==> src/rtl/pec_pkg.sv <==
package pec_pkg;

  localparam int BUS_W  = 32;
  localparam int SLOT_W = 4;
  localparam int CODE_W = 3;

  typedef enum logic [CODE_W-1:0] {
    TRIG_LVL_LO = 3'd0,
    TRIG_LVL_HI = 3'd1,
    TRIG_FALL   = 3'd2,
    TRIG_RISE   = 3'd3,
    TRIG_BOTH   = 3'd4
  } trig_e;

  typedef enum logic [1:0] {
    GRP_MODE = 2'd0,
    GRP_MASK = 2'd1,
    GRP_PEND = 2'd2,
    GRP_INFO = 2'd3
  } grp_e;

  // Event decision for one line from its code and two successive samples.
  function automatic logic trig_hit(logic [CODE_W-1:0] code, logic cur, logic prev);
    logic r;
    case (code)
      TRIG_LVL_LO: r = ~cur;
      TRIG_LVL_HI: r = cur;
      TRIG_FALL:   r = prev & ~cur;
      TRIG_RISE:   r = ~prev & cur;
      TRIG_BOTH:   r = prev ^ cur;
      default:     r = 1'b0;
    endcase
    return r;
  endfunction

  // Trigger code of slot k inside a mode word.
  function automatic logic [CODE_W-1:0] slot_code(logic [BUS_W-1:0] w, int k);
    return w[k*SLOT_W +: CODE_W];
  endfunction

endpackage

==> src/rtl/pec_sync.sv <==
module pec_sync #(
  parameter int   W       = 32,
  parameter logic RST_VAL = 1'b1
) (
  input  logic         clk,
  input  logic         rst_n,
  input  logic [W-1:0] din,
  output logic [W-1:0] cur_o,
  output logic [W-1:0] prev_o
);
  logic [W-1:0] meta_q, cur_q, prev_q;

  always_ff @(posedge clk) begin
    if (!rst_n) begin
      meta_q <= {W{RST_VAL}};
      cur_q  <= {W{RST_VAL}};
      prev_q <= {W{RST_VAL}};
    end else begin
      meta_q <= din;
      cur_q  <= meta_q;
      prev_q <= cur_q;
    end
  end

  assign cur_o  = cur_q;
  assign prev_o = prev_q;
endmodule

==> src/rtl/pec_line_detect.sv <==
module pec_line_detect
  import pec_pkg::*;
(
  input  logic [CODE_W-1:0] code_i,
  input  logic              cur_i,
  input  logic              prev_i,
  output logic              hit_o
);
  assign hit_o = trig_hit(code_i, cur_i, prev_i);
endmodule

==> src/rtl/pec_bank.sv <==
module pec_bank
  import pec_pkg::*;
#(
  parameter int LINES = 8
) (
  input  logic             clk,
  input  logic             rst_n,
  input  logic [LINES-1:0] cur_i,
  input  logic [LINES-1:0] prev_i,
  input  logic             wr_mode_i,
  input  logic             wr_mask_i,
  input  logic             wr_clr_i,
  input  logic [BUS_W-1:0] wdata_i,
  output logic [BUS_W-1:0] mode_word_o,
  output logic [LINES-1:0] mask_o,
  output logic [LINES-1:0] pend_o
);
  localparam int SLOTS = BUS_W / SLOT_W;

  logic [CODE_W-1:0] code_q [LINES];
  logic [LINES-1:0]  hit;
  logic [LINES-1:0]  clr_mask;
  logic [LINES-1:0]  mask_q, pend_q;
  logic              unused_wdata;

  assign unused_wdata = ^wdata_i;

  for (genvar g = 0; g < SLOTS; g++) begin : g_slot
    if (g < LINES) begin : g_line
      pec_line_detect u_det (
        .code_i (code_q[g]),
        .cur_i  (cur_i[g]),
        .prev_i (prev_i[g]),
        .hit_o  (hit[g])
      );

      always_ff @(posedge clk) begin
        if (!rst_n)         code_q[g] <= TRIG_LVL_LO;
        else if (wr_mode_i) code_q[g] <= slot_code(wdata_i, g);
      end

      assign mode_word_o[g*SLOT_W +: SLOT_W] = {1'b0, code_q[g]};

      // an active low level is latched on the next edge
      p_lvl_lo_sets_r3: assert property (@(posedge clk) disable iff (!rst_n)
        (code_q[g] == TRIG_LVL_LO && !cur_i[g]) |=> pend_q[g]);
      // a rising step on a rising-edge line is latched on the next edge
      p_rise_sets_r4: assert property (@(posedge clk) disable iff (!rst_n)
        (code_q[g] == TRIG_RISE && cur_i[g] && !prev_i[g]) |=> pend_q[g]);
      // disabled codes never raise a flag
      p_reserved_quiet_r5: assert property (@(posedge clk) disable iff (!rst_n)
        (code_q[g] > 3'd4) |=> !(pend_q[g] && !$past(pend_q[g])));
    end else begin : g_pad
      assign mode_word_o[g*SLOT_W +: SLOT_W] = '0;
    end
  end

  assign clr_mask = wr_clr_i ? wdata_i[LINES-1:0] : '0;

  always_ff @(posedge clk) begin
    if (!rst_n) begin
      mask_q <= '1;
      pend_q <= '0;
    end else begin
      if (wr_mask_i) mask_q <= wdata_i[LINES-1:0];
      pend_q <= (pend_q & ~clr_mask) | hit;
    end
  end

  assign mask_o = mask_q;
  assign pend_o = pend_q;

  // a flag not being cleared stays set
  p_pend_sticky_r6: assert property (@(posedge clk) disable iff (!rst_n)
    1'b1 |=> ((pend_q & $past(pend_q & ~clr_mask)) == $past(pend_q & ~clr_mask)));
  // a flag only rises when its detector reported an event
  p_pend_cause_r4: assert property (@(posedge clk) disable iff (!rst_n)
    1'b1 |=> ((pend_q & ~$past(pend_q) & ~$past(hit)) == '0));
endmodule

==> src/rtl/pec_pick.sv <==
module pec_pick #(
  parameter int W     = 16,
  parameter int BASE  = 16,
  parameter int IDX_W = 5
) (
  input  logic [W-1:0]     req_i,
  output logic             valid_o,
  output logic [IDX_W-1:0] idx_o
);
  // Ascending scan: the last set bit found is the highest one.
  always_comb begin
    valid_o = 1'b0;
    idx_o   = '0;
    for (int i = 0; i < W; i++) begin
      if (req_i[i]) begin
        valid_o = 1'b1;
        idx_o   = IDX_W'(BASE + i);
      end
    end
  end
endmodule

==> src/rtl/pin_event_ctrl.sv <==
module pin_event_ctrl
  import pec_pkg::*;
#(
  parameter int  NUM_BANKS    = 4,
  parameter int  BANK_LINES   = 8,
  parameter int  DIRECT_BANKS = 2,
  parameter int  VALID_BIT    = 8,
  localparam int NUM_LINES    = NUM_BANKS * BANK_LINES,
  localparam int DIRECT_LINES = DIRECT_BANKS * BANK_LINES,
  localparam int BSEL_W       = $clog2(NUM_BANKS),
  localparam int ADDR_W       = BSEL_W + 2
) (
  input  logic                    clk,
  input  logic                    rst_n,
  input  logic [NUM_LINES-1:0]    pin_in,
  input  logic                    bus_wr,
  input  logic [ADDR_W-1:0]       bus_addr,
  input  logic [BUS_W-1:0]        bus_wdata,
  output logic [BUS_W-1:0]        bus_rdata,
  output logic [DIRECT_LINES-1:0] direct_irq,
  output logic                    shared_irq
);
  localparam int SHARED_LINES = NUM_LINES - DIRECT_LINES;
  localparam int IDX_W        = $clog2(NUM_LINES);

  logic [NUM_LINES-1:0]    cur, prev;
  logic [NUM_LINES-1:0]    mask_all, pend_all, active;
  logic [BUS_W-1:0]        mode_word [NUM_BANKS];
  logic [SHARED_LINES-1:0] shared_req;
  logic                    top_valid;
  logic [IDX_W-1:0]        top_idx;
  logic [BUS_W-1:0]        info_word;
  logic [1:0]              grp;
  logic [BSEL_W-1:0]       bsel;

  assign grp  = bus_addr[ADDR_W-1 -: 2];
  assign bsel = bus_addr[BSEL_W-1:0];

  pec_sync #(.W(NUM_LINES), .RST_VAL(1'b1)) u_sync (
    .clk    (clk),
    .rst_n  (rst_n),
    .din    (pin_in),
    .cur_o  (cur),
    .prev_o (prev)
  );

  for (genvar b = 0; b < NUM_BANKS; b++) begin : g_bank
    logic sel_b;
    assign sel_b = bus_wr && (bsel == BSEL_W'(b));

    pec_bank #(.LINES(BANK_LINES)) u_bank (
      .clk         (clk),
      .rst_n       (rst_n),
      .cur_i       (cur[b*BANK_LINES +: BANK_LINES]),
      .prev_i      (prev[b*BANK_LINES +: BANK_LINES]),
      .wr_mode_i   (sel_b && grp == GRP_MODE),
      .wr_mask_i   (sel_b && grp == GRP_MASK),
      .wr_clr_i    (sel_b && grp == GRP_PEND),
      .wdata_i     (bus_wdata),
      .mode_word_o (mode_word[b]),
      .mask_o      (mask_all[b*BANK_LINES +: BANK_LINES]),
      .pend_o      (pend_all[b*BANK_LINES +: BANK_LINES])
    );
  end

  assign active     = pend_all & ~mask_all;
  assign direct_irq = active[DIRECT_LINES-1:0];
  assign shared_req = active[NUM_LINES-1:DIRECT_LINES];
  assign shared_irq = |shared_req;

  pec_pick #(.W(SHARED_LINES), .BASE(DIRECT_LINES), .IDX_W(IDX_W)) u_pick (
    .req_i   (shared_req),
    .valid_o (top_valid),
    .idx_o   (top_idx)
  );

  always_comb begin
    info_word = '0;
    if (top_valid) begin
      info_word[IDX_W-1:0] = top_idx;
      info_word[VALID_BIT] = 1'b1;
    end
  end

  always_comb begin
    bus_rdata = '0;
    case (grp)
      GRP_MODE: bus_rdata = mode_word[bsel];
      GRP_MASK: bus_rdata[BANK_LINES-1:0] = mask_all[bsel*BANK_LINES +: BANK_LINES];
      GRP_PEND: bus_rdata[BANK_LINES-1:0] = pend_all[bsel*BANK_LINES +: BANK_LINES];
      default:  if (bsel == '0) bus_rdata = info_word;
    endcase
  end

  // Observation wires for the picker checks.
  logic [IDX_W-1:0]        pick_off;
  logic [SHARED_LINES-1:0] pick_shift;
  assign pick_off   = top_idx - IDX_W'(DIRECT_LINES);
  assign pick_shift = shared_req >> pick_off;

  // the OR output and the picker agree
  p_shared_vs_pick_r9: assert property (@(posedge clk) disable iff (!rst_n)
    shared_irq == top_valid);
  // the picked line is really requesting
  p_pick_is_set_r10: assert property (@(posedge clk) disable iff (!rst_n)
    top_valid |-> pick_shift[0]);
  // no higher line is requesting
  p_pick_highest_r10: assert property (@(posedge clk) disable iff (!rst_n)
    top_valid |-> ((pick_shift >> 1) == '0));
  // a masked line never reaches a dedicated output
  p_direct_masked_r7: assert property (@(posedge clk) disable iff (!rst_n)
    (direct_irq & mask_all[DIRECT_LINES-1:0]) == '0);
endmodule

==> config.mk <==
export PLATFORM = sky130hd
export DESIGN_NAME = pin_event_ctrl
export DESIGN_NICKNAME = d
export VERILOG_FILES = /design/src/rtl/pec_pkg.sv /design/src/rtl/pec_sync.sv /design/src/rtl/pec_line_detect.sv /design/src/rtl/pec_bank.sv /design/src/rtl/pec_pick.sv /design/src/rtl/pin_event_ctrl.sv
export SDC_FILE = /design/constraint.sdc
export NUM_CORES = 1
export LEC_CHECK = 0
export BUFFER_PORTS_ARGS = -buffer_cell sky130_fd_sc_hd__buf_2
export CAP_MARGIN = 20
export CORE_MARGIN = 4
export CORE_UTILIZATION = 25
export DETAILED_ROUTE_END_ITERATION = 10
export SETUP_SLACK_MARGIN = 0.05
export SKIP_CTS_REPAIR_TIMING = 1
export SLEW_MARGIN = 30
export SYNTH_ARGS = -nofsm -noshare
export SYNTH_HDL_FRONTEND = slang
export SYNTH_SLANG_ARGS = --single-unit
==> constraint.sdc <==
create_clock -name clk -period 9.1 [get_ports clk]
set_input_delay 0.91 -clock clk [delete_from_list [all_inputs] [get_ports clk]]
set_output_delay 0.91 -clock clk [all_outputs]
set_load 0.005 [all_outputs]
==> results of run 1 <==
-- area by class of cell --
| class | count | share of cell area |
|---|---|---|
| antenna | 4 | 0.000674 |
| clock inverter | 10 | 0.00455 |
| clock buffer | 42 | 0.0562 |
| multi-input combinational | 844 | 0.408 |
| sequential | 256 | 0.410 |
| tap | 664 | 0.0560 |
| inverter | 69 | 0.0174 |
| timing repair buffer | 120 | 0.0474 |
-- per-stage QoR --
stage	instance area [µm²]	hold WS, ps	utilization
after floorplan	12600	386	-
after global placement	13800	395	0.281
after detailed placement	13900	391	0.282
after CTS	14800	404	0.300
after global routing	14800	416	0.301
final	14800	401	0.301
-- cells in the mapped netlist, drive strengths merged, types with 6 or more instances --
| cell type | count | area share |
|---|---|---|
| a21boi | 32 | 0.019 |
| a21oi | 10 | 0.0040 |
| and2 | 113 | 0.056 |
| buf | 21 | 0.011 |
| clkbuf | 35 | 0.011 |
| dfxtp | 160 | 0.25 |
| edfxtp | 96 | 0.23 |
| ha | 68 | 0.068 |
| inv | 69 | 0.021 |
| mux2i | 38 | 0.030 |
| mux4 | 40 | 0.072 |
| nand2 | 191 | 0.058 |
| nand2b | 74 | 0.037 |
| nand3 | 32 | 0.013 |
| nor2 | 47 | 0.014 |
| nor2b | 34 | 0.018 |
| nor3 | 6 | 0.0032 |
| o21ai | 87 | 0.035 |
| xor2 | 26 | 0.018 |
-- cells by family after synthesis --
logic type / count (synthesis)
simple gates: 510
flops: 256
compound gates: 156
buf+inv: 125
mux: 78
fa+ha+maj: 68
xor+xnor: 26
other cells: 1
-- per-layer routing --
metal	wire length [µm]	vias to the layer above	global-route usage
met1	14800	4264	0.161
met5	13	-	0
met2	16200	193	0.206
li1	-	4313	-
met4	1160	2	0.0506
met3	1800	60	0.0191
-- worst max path at each step --
stage                           start                             to  slack, ps  cells past startpoint
after global routing      bus_addr[1]                   bus_rdata[2]       5240                      8
final                     bus_addr[1]                   bus_rdata[5]       5360                      6
after global placement    bus_addr[0]                   bus_rdata[2]       5160                      7
after CTS                 bus_addr[0]                   bus_rdata[2]       5150                      7
after detailed placement  bus_addr[0]                   bus_rdata[2]       5160                      7
after floorplan           bus_addr[1]  g_bank[0].u_bank.code_q[0][0]       5480                      3
-- flip-flops by register name (all words and copies together), names as in the netlist --
register / flops
u_sync.cur_o: 32
g_bank.u_bank.pend_o: 32
u_sync.prev_o: 32
g_bank.u_bank.code_q: 96
g_bank.u_bank.mask_o: 32
u_sync.meta_q: 32
-- power by group --
| part | internal (mW) | leakage, nW | switching [mW] |
|---|---|---|---|
| clock | 0.635 | 0.444 | 0.465 |
| combinational | 0.110 | 3.56 | 0.129 |
| sequential | 1.25 | 2.24 | 0.0537 |
==> out/qor.yml, run 1 <==
cts_buffers: 28
ys_types: 50
path_cells: "buf_2 > buf_4 > mux4_2 > mux2i_1 > o21ai_0 > buf_2"
holdPathStages: 1
grt_setup_unrepaired: "no"
via_per_inst: 4.40
fmax_mhz: 267
yosys.area_share.simple: 0.208
tightest_slew_ps: 1030
drc: 0
start_util: 0.255
r2r-end: "g_bank[2].u_bank.pend_o[5]"
io_buffers: 107
multi_input_area_mm2: 0.00606
routed_wl_mm: 33.9
synth_compound_area_frac: 0.0779
finalWorstSetupSlack_ps: 5360
crit_fanout: 49
most-common-layout-cells: "nand2_1 (190), dfxtp_1 (160), and2_1 (113)"
endpoint_kind: "primary output"
leakagePower_nw: 6.24
ant_nets: 0
ys_warn_count: 0
gr-total-overflow: 0
drive_gt1_frac: 0.168
r2r-start: "u_sync.cur_o[21]"
synth_adder_area_share: 0.0676
path_class: "in2out"
synth_edf_count: 96
nets: 1458
antenna_found_initial: 5
tns_ps: 0
grt_pass1_vias: 9015
min_path_type: "reg2reg"
cpMaxStageDelayCell: "buf_4"
powerDensity_mw_per_mm2: 178
start_kind: "input pin"
p_total_mw: 2.64
grt_usage: 0.124
dpl.hpwl_mm: 24.7
die_w_um: 232
finClkSkew_ps: 6.07
via_count: 8832
synth_xor_area_frac: 0.0181
hold_end: "u_sync.cur_o[22]"
tritoncts: "done"
fin_crit_sh: 0.411
drt-wirelength-per-cell_um: 16.9
arrival_ps: 2830
status: "finished, final reports clean"
drv_slew: 0
fp.dieArea_mm2: 0.0540
drv_cap: 0
maxSlewHeadroom: 0.314
syn_area_mm2: 0.0126
yosysSeqAreaShare: 0.483
rows: 81
cp_data_required_time_ps: 8190
r2r_slack_ps: 7570
synthFlopType: "dfxtp_1"
syn_area_per_cell_um2: 10.3
r2r_cells: 6
dr.first_iter.drc_count: 528
clk_pin_slew_ps: 60
hold_viol: 0
final_common_cell: "nand2_1"
dp.cells: 1953
setup_violations: 0
period_minus_slack_ps: 3740
ios: 120
area_delta_synth_final_pct: 17.9
regArea_mm2: 0.00609
grt_pass1_wl_mm: 52.0
synth-async-reset-ratio: 0
pre_cts_ws_ps: 5160
synth_seq_cells: 256
grt_max_degree: 83
first_pass_iters: 5
cts.sinks: 256
synthMuxAreaShare: 0.102
min_from: "u_sync.meta_q[22]"
root_buffer: "clkbuf_16"
coreArea_mm2: 0.0494
gp_congestion: 0.837
worst-path-buf-inv: 3
clk_latency_ps: 550
path_common_cell: "buf_2"
cp_slowest_stage_delay_ps: 650
peakVddDrop_uv: 128
htree_levels: 1
stdcell_count: 2009
path_delay_family: "buffers and inverters"
synth_top_family_by_area: "simple AND/OR/NAND/NOR gates"
fp.dieH_um: 232
fillers: 5122
netlist_instances: 1220
cts_buffer_depth: 3
Power figures use the tool's default switching activity.
==> inputs of run 2 (changes only) <==
Clock period 9.1 ns to 3.7 ns, I/O delays scaled along.
==> run 2 against run 1 <==
Compared with the run above: the run now ends with hold timing left; global-route usage grew 0.13 points; via count is 0.79% higher; design area increased by 1.6%; flip-flop and latch count stayed put; count of clock-buffer cells in the layout is 9 lower; worst hold slack got worse by 410 ps.
==> out/qor.yml, run 2 (synthesis gave the netlist of run 1 again) <==
tightest_slew_ps: 919
finClkSkew_ps: 20.6
die_w_um: 232
leakagePower_nw: 6.37
area_delta_synth_final_pct: 19.8
r2r_slack_ps: 2180
dr.first_iter.drc_count: 546
via_count: 8902
finalWorstSetupSlack_ps: 936
fmax_mhz: 362
rows: 81
drv_slew: 0
ant_nets: 0
tritoncts: "done"
cts.sinks: 256
dpl.hpwl_mm: 24.5
final_common_cell: "nand2_1"
grt_pass1_wl_mm: 52.3
status: "complete, but fails checks"
arrival_ps: 2390
grt_usage: 0.125
crit_fanout: 4
cts_buffers: 29
htree_levels: 1
stdcell_count: 2035
violations: "hold timing"
drv_cap: 0
grt_pass1_vias: 9089
cp-endpoint: "bus_rdata[1]"
fin_crit_sh: 0.747
drt-wirelength-per-cell_um: 16.8
largest_register_ffs: 96
r2r-end: "g_bank[0].u_bank.pend_o[4]"
path_cells: "nor2b_2 > o221ai_1 > a2111oi_0 > nor4_1 > o221ai_1 > buf_2"
cp_slowest_stage_delay_ps: 440
tns_ps: 0
cts_buffer_depth: 3
endpoint_kind: "primary output"
drc: 0
setup_violations: 0
pre_cts_ws_ps: 953
root_buffer: "clkbuf_16"
period_minus_slack_ps: 2760
via_per_inst: 4.37
gp_congestion: 0.860
peakVddDrop_uv: 326
drive_gt1_frac: 0.173
grt_setup_unrepaired: "no"
io_buffers: 107
nets: 1484
path_common_cell: "o221ai_1"
maxSlewHeadroom: 0.385
start_util: 0.255
r2r-start: "u_sync.cur_o[4]"
clk_pin_slew_ps: 60
hold_viol: 2
cpMaxStageDelayCell: "a2111oi_0"
ios: 120
fp.dieArea_mm2: 0.0540
powerDensity_mw_per_mm2: 445
first_pass_iters: 5
max_flop_register: "g_bank.u_bank.code_q"
crit_path_start: "g_bank[2].u_bank.pend_o[2]"
grt_max_degree: 165
routed_wl_mm: 34.3
fp.dieH_um: 232
clk_latency_ps: 560
coreArea_mm2: 0.0494
most-common-layout-cells: "nand2_1 (190), dfxtp_1 (160), and2_1 (113)"
hold_slack_ps: -6.15
start_kind: "register"
fillers: 5101
antenna_found_initial: 5
fin_util: 0.306
cp_data_required_time_ps: 3330
gr-total-overflow: 0
path_class: "reg2out"
dp.cells: 1960
r2r_cells: 7
min_path_type: "in2reg"
[run 2: cell count changes in the layout (fill, tap and decap cells not counted), sizes merged]
cell | before | now
clkinv | 7 | 13
diode | 4 | 3
clkinvlp | 2 | 3
dlygate4sd3 | 0 | 18
bufinv | 0 | 3
clkbuf | 42 | 33
inv | 70 | 71
buf | 120 | 127
[run 2: how the worst min path moves through the flow]
stage	start	to	slack [ps]	cells past startpoint
finish	pin_in[31]	u_sync.meta_q[31]	-6	2
global route	pin_in[0]	u_sync.meta_q[0]	-1	2
CTS	pin_in[22]	u_sync.meta_q[22]	-40	2
detailed placement	u_sync.meta_q[20]	u_sync.cur_o[20]	390	1
global placement	u_sync.meta_q[27]	u_sync.cur_o[27]	390	1
floorplan	u_sync.meta_q[0]	u_sync.cur_o[0]	390	1
[run 2: worst max-delay path: cells and delay by family, from the launching register on]
family                 cells  cell delay [ps]
buffers and inverters      1              200
AND/OR/NAND/NOR            2              390
flip-flops                 1              410
AO/OA/AOI/OAI              3              860
[run 2: where the power goes]
part	total [mW]	internal, mW	leakage (nW)	switching (mW)
logic	0.600	0.282	3.65	0.318
registers	3.21	3.07	2.24	0.133
clock network	2.90	1.71	0.478	1.20
[run 2: cell type report]
class | instances | area (µm²) | share of cell area
clock inverters | 21 | 198 | 0.0131
flip-flops and latches | 256 | 6090 | 0.404
multi-input cells | 844 | 6030 | 0.400
clock buffers | 33 | 771 | 0.0511
repair buffers | 145 | 897 | 0.0595
diodes | 3 | 7.51 | 0.000498
inverters | 69 | 259 | 0.0172
well taps | 664 | 831 | 0.0551
[run 2: layer usage]
metal | track usage | share of wire | up-vias
li1 | - | - | 4358
met2 | 0.211 | 0.47 | 229
met4 | 0.0396 | 0.028 | 2
met1 | 0.163 | 0.44 | 4258
met5 | 0 | 0.00038 | -
met3 | 0.0214 | 0.060 | 55
[run 2: per-stage QoR]
step           hold WS [ps]  instance area [µm²]  total power, mW
6_report              -6.15                15100             6.71
5_1_grt               -1.37                15100             6.99
4_1_cts               -43.2                14900             6.79
3_5_place_dp            392                13900             3.86
3_3_place_gp            395                13900             3.84
2_1_floorplan           386                12600             3.60
